**config.mk**
```make
export PLATFORM = sky130hd
export DESIGN_NAME = ea_unit
export DESIGN_NICKNAME = d
export VERILOG_FILES = /design/src/rtl/ea_pkg.sv /design/src/rtl/ea_mode_decode.sv /design/src/rtl/ea_offset_calc.sv /design/src/rtl/ea_seg_pick.sv /design/src/rtl/ea_unit.sv
export SDC_FILE = /design/constraint.sdc
export NUM_CORES = 1
export LEC_CHECK = 0
export BUFFER_PORTS_ARGS = -buffer_cell sky130_fd_sc_hd__buf_4
export CAP_MARGIN = 20
export CORE_ASPECT_RATIO = 0.5
export CORE_MARGIN = 8
export CORE_UTILIZATION = 45
export CTS_CLUSTER_SIZE = 40
export DETAILED_ROUTE_END_ITERATION = 8
export PLACE_DENSITY = 0.76
export RECOVER_POWER = 100
export SYNTH_ARGS = -nofsm -noshare
export SYNTH_HDL_FRONTEND = slang
export SYNTH_SLANG_ARGS = --single-unit
```
**constraint.sdc**
```tcl
create_clock -name clk -period 0.8 [get_ports clk]
set_input_delay 0.2 -clock clk [delete_from_list [all_inputs] [get_ports clk]]
set_output_delay 0.2 -clock clk [all_outputs]
set_load 0.01 [all_outputs]
```
**src/rtl/ea_pkg.sv**
```systemverilog
package ea_pkg;
  localparam int OFF_W     = 16;
  localparam int SEG_SHIFT = 4;
  localparam int PA_W      = OFF_W + SEG_SHIFT;
  localparam int NSEG      = 4;
  localparam int SUM_W     = OFF_W + 2;

  typedef enum logic [1:0] {
    SEG_ES = 2'd0,
    SEG_CS = 2'd1,
    SEG_SS = 2'd2,
    SEG_DS = 2'd3
  } seg_e;

  typedef enum logic [1:0] {
    DISP_NONE = 2'd0,
    DISP_BYTE = 2'd1,
    DISP_WORD = 2'd2
  } disp_e;

  typedef struct packed {
    logic  is_reg;
    logic  add_bx;
    logic  add_bp;
    logic  add_si;
    logic  add_di;
    disp_e disp;
  } amode_t;

  function automatic logic [OFF_W-1:0] widen_disp(disp_e k, logic [7:0] lo, logic [7:0] hi);
    case (k)
      DISP_BYTE: return {{(OFF_W-8){lo[7]}}, lo};
      DISP_WORD: return {hi, lo};
      default:   return '0;
    endcase
  endfunction

  function automatic logic [PA_W-1:0] phys_of(logic [OFF_W-1:0] seg, logic [OFF_W-1:0] off);
    return {seg, {SEG_SHIFT{1'b0}}} + {{SEG_SHIFT{1'b0}}, off};
  endfunction
endpackage

```
**src/rtl/ea_mode_decode.sv**
```systemverilog
module ea_mode_decode
  import ea_pkg::*;
(
  input  logic [7:0] addr_byte,
  output amode_t     mode
);
  logic [1:0] md;
  logic [2:0] rm;
  logic       direct;
  logic       aux_unused;

  assign md         = addr_byte[7:6];
  assign rm         = addr_byte[2:0];
  assign aux_unused = ^addr_byte[5:3];
  assign direct     = (md == 2'b00) && (rm == 3'b110);

  always_comb begin
    mode = '0;
    if (md == 2'b11) begin
      mode.is_reg = 1'b1;
    end else begin
      case (rm)
        3'd0: begin mode.add_bx = 1'b1; mode.add_si = 1'b1; end
        3'd1: begin mode.add_bx = 1'b1; mode.add_di = 1'b1; end
        3'd2: begin mode.add_bp = 1'b1; mode.add_si = 1'b1; end
        3'd3: begin mode.add_bp = 1'b1; mode.add_di = 1'b1; end
        3'd4: mode.add_si = 1'b1;
        3'd5: mode.add_di = 1'b1;
        3'd6: mode.add_bp = !direct;
        default: mode.add_bx = 1'b1;
      endcase
      case (md)
        2'b01:   mode.disp = DISP_BYTE;
        2'b10:   mode.disp = DISP_WORD;
        default: mode.disp = direct ? DISP_WORD : DISP_NONE;
      endcase
    end
  end
endmodule

```
**src/rtl/ea_offset_calc.sv**
```systemverilog
module ea_offset_calc
  import ea_pkg::*;
(
  input  logic             is_reg,
  input  logic             add_bx,
  input  logic             add_bp,
  input  logic             add_si,
  input  logic             add_di,
  input  disp_e            disp,
  input  logic [7:0]       disp_lo,
  input  logic [7:0]       disp_hi,
  input  logic [OFF_W-1:0] reg_bx,
  input  logic [OFF_W-1:0] reg_bp,
  input  logic [OFF_W-1:0] reg_si,
  input  logic [OFF_W-1:0] reg_di,
  output logic [OFF_W-1:0] offset,
  output logic             wrapped
);
  logic [OFF_W-1:0] base_v;
  logic [OFF_W-1:0] idx_v;
  logic [OFF_W-1:0] disp_v;
  logic [SUM_W-1:0] full_sum;

  always_comb begin
    base_v   = add_bx ? reg_bx : (add_bp ? reg_bp : '0);
    idx_v    = add_si ? reg_si : (add_di ? reg_di : '0);
    disp_v   = widen_disp(disp, disp_lo, disp_hi);
    full_sum = {2'b00, base_v} + {2'b00, idx_v} + {2'b00, disp_v};
    offset   = is_reg ? '0 : full_sum[OFF_W-1:0];
    wrapped  = !is_reg && (full_sum[SUM_W-1:OFF_W] != 2'b00);
  end
endmodule

```
**src/rtl/ea_seg_pick.sv**
```systemverilog
module ea_seg_pick
  import ea_pkg::*;
(
  input  logic             is_reg,
  input  logic             bp_used,
  input  logic             ovr_valid,
  input  logic [1:0]       ovr_code,
  input  logic [OFF_W-1:0] seg_bank [NSEG],
  output seg_e             sel,
  output logic [OFF_W-1:0] seg_val
);
  logic [NSEG-1:0]  hit;
  logic [OFF_W-1:0] masked [NSEG];

  always_comb begin
    if (is_reg)         sel = SEG_DS;
    else if (ovr_valid) sel = seg_e'(ovr_code);
    else if (bp_used)   sel = SEG_SS;
    else                sel = SEG_DS;
  end

  for (genvar g = 0; g < NSEG; g++) begin : g_seg
    assign hit[g]    = (sel == seg_e'(g));
    assign masked[g] = {OFF_W{hit[g]}} & seg_bank[g];
  end

  always_comb begin
    seg_val = '0;
    for (int k = 0; k < NSEG; k++) seg_val = seg_val | masked[k];
  end
endmodule

```
**src/rtl/ea_unit.sv**
```systemverilog
module ea_unit
  import ea_pkg::*;
(
  input  logic        clk,
  input  logic        rst_n,
  input  logic [7:0]  addr_byte,
  input  logic [7:0]  disp_lo,
  input  logic [7:0]  disp_hi,
  input  logic        ovr_valid,
  input  logic [1:0]  ovr_code,
  input  logic [15:0] reg_bx,
  input  logic [15:0] reg_bp,
  input  logic [15:0] reg_si,
  input  logic [15:0] reg_di,
  input  logic [15:0] seg_es,
  input  logic [15:0] seg_cs,
  input  logic [15:0] seg_ss,
  input  logic [15:0] seg_ds,
  output logic [15:0] ea_offset,
  output logic [1:0]  seg_sel,
  output logic [19:0] phys_addr,
  output logic        reg_operand,
  output logic [2:0]  reg_index,
  output logic [1:0]  disp_len
);
  amode_t           mode;
  logic [OFF_W-1:0] off_c;
  logic             offset_wrap;
  logic             bp_implied;
  seg_e             sel_c;
  logic [OFF_W-1:0] seg_val_c;
  logic [PA_W-1:0]  pa_c;
  logic [OFF_W-1:0] seg_bank [NSEG];

  assign seg_bank[SEG_ES] = seg_es;
  assign seg_bank[SEG_CS] = seg_cs;
  assign seg_bank[SEG_SS] = seg_ss;
  assign seg_bank[SEG_DS] = seg_ds;
  assign bp_implied       = mode.add_bp;

  ea_mode_decode u_dec (
    .addr_byte (addr_byte),
    .mode      (mode)
  );

  ea_offset_calc u_off (
    .is_reg  (mode.is_reg),
    .add_bx  (mode.add_bx),
    .add_bp  (mode.add_bp),
    .add_si  (mode.add_si),
    .add_di  (mode.add_di),
    .disp    (mode.disp),
    .disp_lo (disp_lo),
    .disp_hi (disp_hi),
    .reg_bx  (reg_bx),
    .reg_bp  (reg_bp),
    .reg_si  (reg_si),
    .reg_di  (reg_di),
    .offset  (off_c),
    .wrapped (offset_wrap)
  );

  ea_seg_pick u_seg (
    .is_reg    (mode.is_reg),
    .bp_used   (bp_implied),
    .ovr_valid (ovr_valid),
    .ovr_code  (ovr_code),
    .seg_bank  (seg_bank),
    .sel       (sel_c),
    .seg_val   (seg_val_c)
  );

  assign pa_c = mode.is_reg ? '0 : phys_of(seg_val_c, off_c);

  always_ff @(posedge clk or negedge rst_n) begin
    if (!rst_n) begin
      ea_offset   <= '0;
      seg_sel     <= '0;
      phys_addr   <= '0;
      reg_operand <= 1'b0;
      reg_index   <= '0;
      disp_len    <= '0;
    end else begin
      ea_offset   <= off_c;
      seg_sel     <= sel_c;
      phys_addr   <= pa_c;
      reg_operand <= mode.is_reg;
      reg_index   <= mode.is_reg ? addr_byte[2:0] : 3'd0;
      disp_len    <= mode.disp;
    end
  end
endmodule

```
==> flow_summary.json <==
{
  "outcome": "complete, but fails checks",
  "violations": "negative setup slack",
  "crit_start": "addr_byte[6]",
  "cts_buffers": 5,
  "cts_max_level": 2,
  "drive_gt1_share_pct": 61.51,
  "grt_antenna_before_repair": 1,
  "min_period_over_period_pct": 726.0,
  "dieWidth_um": 146.2,
  "via_count": 5967,
  "crit_fanout": 8,
  "firstDrtPassIters": 8,
  "cts_tree": "yes",
  "initial_core_util_pct": 46.98,
  "synth-edff-count": 0,
  "slew_viol_final": 0,
  "dp_hpwl_um": 12160,
  "final_area_sq_um": 7702,
  "layout.cells.most_common": "buf_4",
  "ys_types": 61,
  "cts_root_buf": "clkbuf_16",
  "drtIter0Drc": 886,
  "cts_sinks": 40,
  "fin_crit_ps": 5808,
  "gp_congestion": 0.8740,
  "ys_warn_count": 0,
  "grt_pass1_vias": 5832,
  "via_per_inst": 6.674,
  "hp-class": "in -> reg",
  "max_slew_margin_pct": 22.78,
  "clock.fmax_mhz": 172.2,
  "port_buffers": 197,
  "avgSynthCellArea_sq_um": 8.665,
  "grt_overflow": 0,
  "core_sq_um": 8115,
  "synth-compound-area-share_pct": 25.21,
  "grt_pass1_wl_um": 29950,
  "grt_max_degree": 41,
  "fin_ws_ps": -5008,
  "cp-start-kind": "input pin",
  "wirelength_um": 26250,
  "synth_ff_type": "dfrtp_1",
  "critPathRequiredTime_ps": 1030,
  "drtAntennaViolNets": 0,
  "area_delta_synth_final_pct": 102.0,
  "ir_worst_vdd_uv": 1638,
  "power_density_nw_per_um2": 2518,
  "die-area_sq_um": 11850,
  "n_antenna_cell": 0,
  "clockBufferDepth": 2,
  "ios": 201,
  "cp.arrival_ps": 6040,
  "finalNetCount": 984,
  "rows": 23,
  "critPathTopFamily": "compound AO/OA/AOI/OAI gates",
  "synthArstFlopShare_pct": 100.0,
  "groute.usage.overall_pct": 31.66,
  "whs_ps": 179.4,
  "path_clk_slew_ps": 70,
  "ys_ff_latch": 40,
  "setup_viol": 81,
  "synth_top_family_by_area": "compound AO/OA/AOI/OAI gates",
  "layout_common_cells": "buf_4 (267), buf_6 (79), dfrtp_1 (40)",
  "syn_area_sq_um": 3812,
  "critPathBufInv": 6,
  "synth_seq_area_share_pct": 26.26,
  "yosys-top-cells-area": "dfrtp_1 (26%), ha_1 (9.5%), fa_1 (8.9%)",
  "setup.worst_path.end_class": "register",
  "yosys.area_share.simple_pct": 16.18,
  "cap_violations": 0,
  "hold_viol": 0,
  "critPathSlowestCell": "a21oi_1",
  "die_y_um": 81.09,
  "syn_inst": 440,
  "yosysTopAreaCell": "dfrtp_1",
  "cpPeakStageDelay_ps": 570,
  "synth_adder_area_share_pct": 18.44,
  "p_leak_nw": 3.890,
  "yosysTopAreaCellShare_pct": 26.26,
  "hp-start": "addr_byte[0]",
  "cp_common_cell": "a21oi_1",
  "synth_xor_xnor_area_share_pct": 4.824,
  "worstMarginPinSlew_ps": 1156,
  "critPathKind": "in -> reg",
  "placed_area_sq_um": 6364,
  "syn_nets": 643,
  "drcViolationCount": 0,
  "synthMuxAreaShare_pct": 1.444,
  "rsz0062_at_grt": "yes",
  "avgRoutedWirePerCell_um": 29.37
}
==> synth_stat cells (all sizes together) (2+ instances only) <==
| library cell | count |
|---|---|
| inv | 49 |
| nand2 | 42 |
| dfrtp | 40 |
| nor2 | 35 |
| a22oi | 34 |
| a21oi | 31 |
| ha | 29 |
| fa | 17 |
| xnor2 | 15 |
| clkbuf | 12 |
| o21ai | 11 |
| a222oi | 10 |
| buf | 10 |
| and2 | 9 |
| nor3 | 8 |
| a21o | 6 |
| xor2 | 6 |
| nor2b | 5 |
| o21a | 5 |
| a211oi | 4 |
| a311oi | 4 |
| mux2i | 4 |
| nand2b | 4 |
| nor3b | 4 |
| o21bai | 4 |
| or3 | 4 |
| nand4 | 3 |
| or2 | 3 |
| a21boi | 2 |
| a221o | 2 |
| a221oi | 2 |
| a22o | 2 |
| a311o | 2 |
| and3 | 2 |
| and4 | 2 |
| nand3 | 2 |
| o31a | 2 |
| o31ai | 2 |
| or3b | 2 |
==> state kept, by name (all words and copies together) (netlist names) <==
| register | cells |
|---|---|
| reg_index | 3 |
| seg_sel | 2 |
| reg_operand | 1 |
| phys_addr | 20 |
| ea_offset | 12 |
| disp_len | 2 |
==> metrics by stage <==
step                worst slack [ps]  setup TNS [ps]  cells  power (mW)  utilization, %
floorplan                      -4066          -92190    440       7.253               -
global placement               -4155         -100400    838       11.13           78.42
detailed placement             -4326         -104460    838       11.34           78.42
CTS                            -3917          -98900    890       16.45           91.81
global route                   -4988         -120360    894       19.83           94.91
finish                         -5008         -118560    894       19.39           94.91
==> per-layer routing <==
layer	part of all wire, %	track usage (%)
met5	0.053	0
met4	10	17.53
met3	15	8.869
met2	42	55.55
met1	32	35.36
==> logic make-up (layout without fill, tap and decap cells) <==
family | after synthesis | after routing
xor gates and xnor gates | 21 | 21
buffers and inverters | 71 | 413
AOI/OAI and AO/OA | 131 | 131
DFF | 40 | 40
and+or+nand+nor | 126 | 126
muxes | 5 | 5
adders and majority gates | 46 | 46
==> area by class of cell <==
class / count / area (sq um)
multi-input cells: 329 / 3110
repair buffers: 356 / 3062
flip-flops and latches: 40 / 1001
fillers: 221 / 412.9
inverters: 49 / 206.4
clock buffers: 7 / 152.6
well taps: 112 / 140.1
clock inverters: 1 / 30.03
==> repair_timing <==
action | in CTS | in global routing
pin swaps | 36 | 61
hold buffers | 1 | 0
buffers inserted | 48 | 21
hold endpoints to repair | 40 | 0
cloned | 1 | 1
gates resized for setup | 131 | 56
setup endpoints to repair | 82 | 82
==> power by group <==
part | leakage (nW) | total, mW | internal [mW] | switching [mW]
logic | 3.30 | 13.7 | 6.94 | 6.79
registers | 0.496 | 3.07 | 2.67 | 0.394
clock network | 0.0901 | 2.60 | 1.65 | 0.949
total | 3.89 | 19.4 | 11.3 | 8.13
==> worst paths after layout <==
kind,to,slack [ps],cells after the start
worst max-delay path,phys_addr[16],-5010,28
worst min-delay path,reg_index[0],180,2
max in group asynchronous,ea_offset[5],60,3
min in group asynchronous,reg_index[1],460,3
Power figures use the tool's default switching activity.
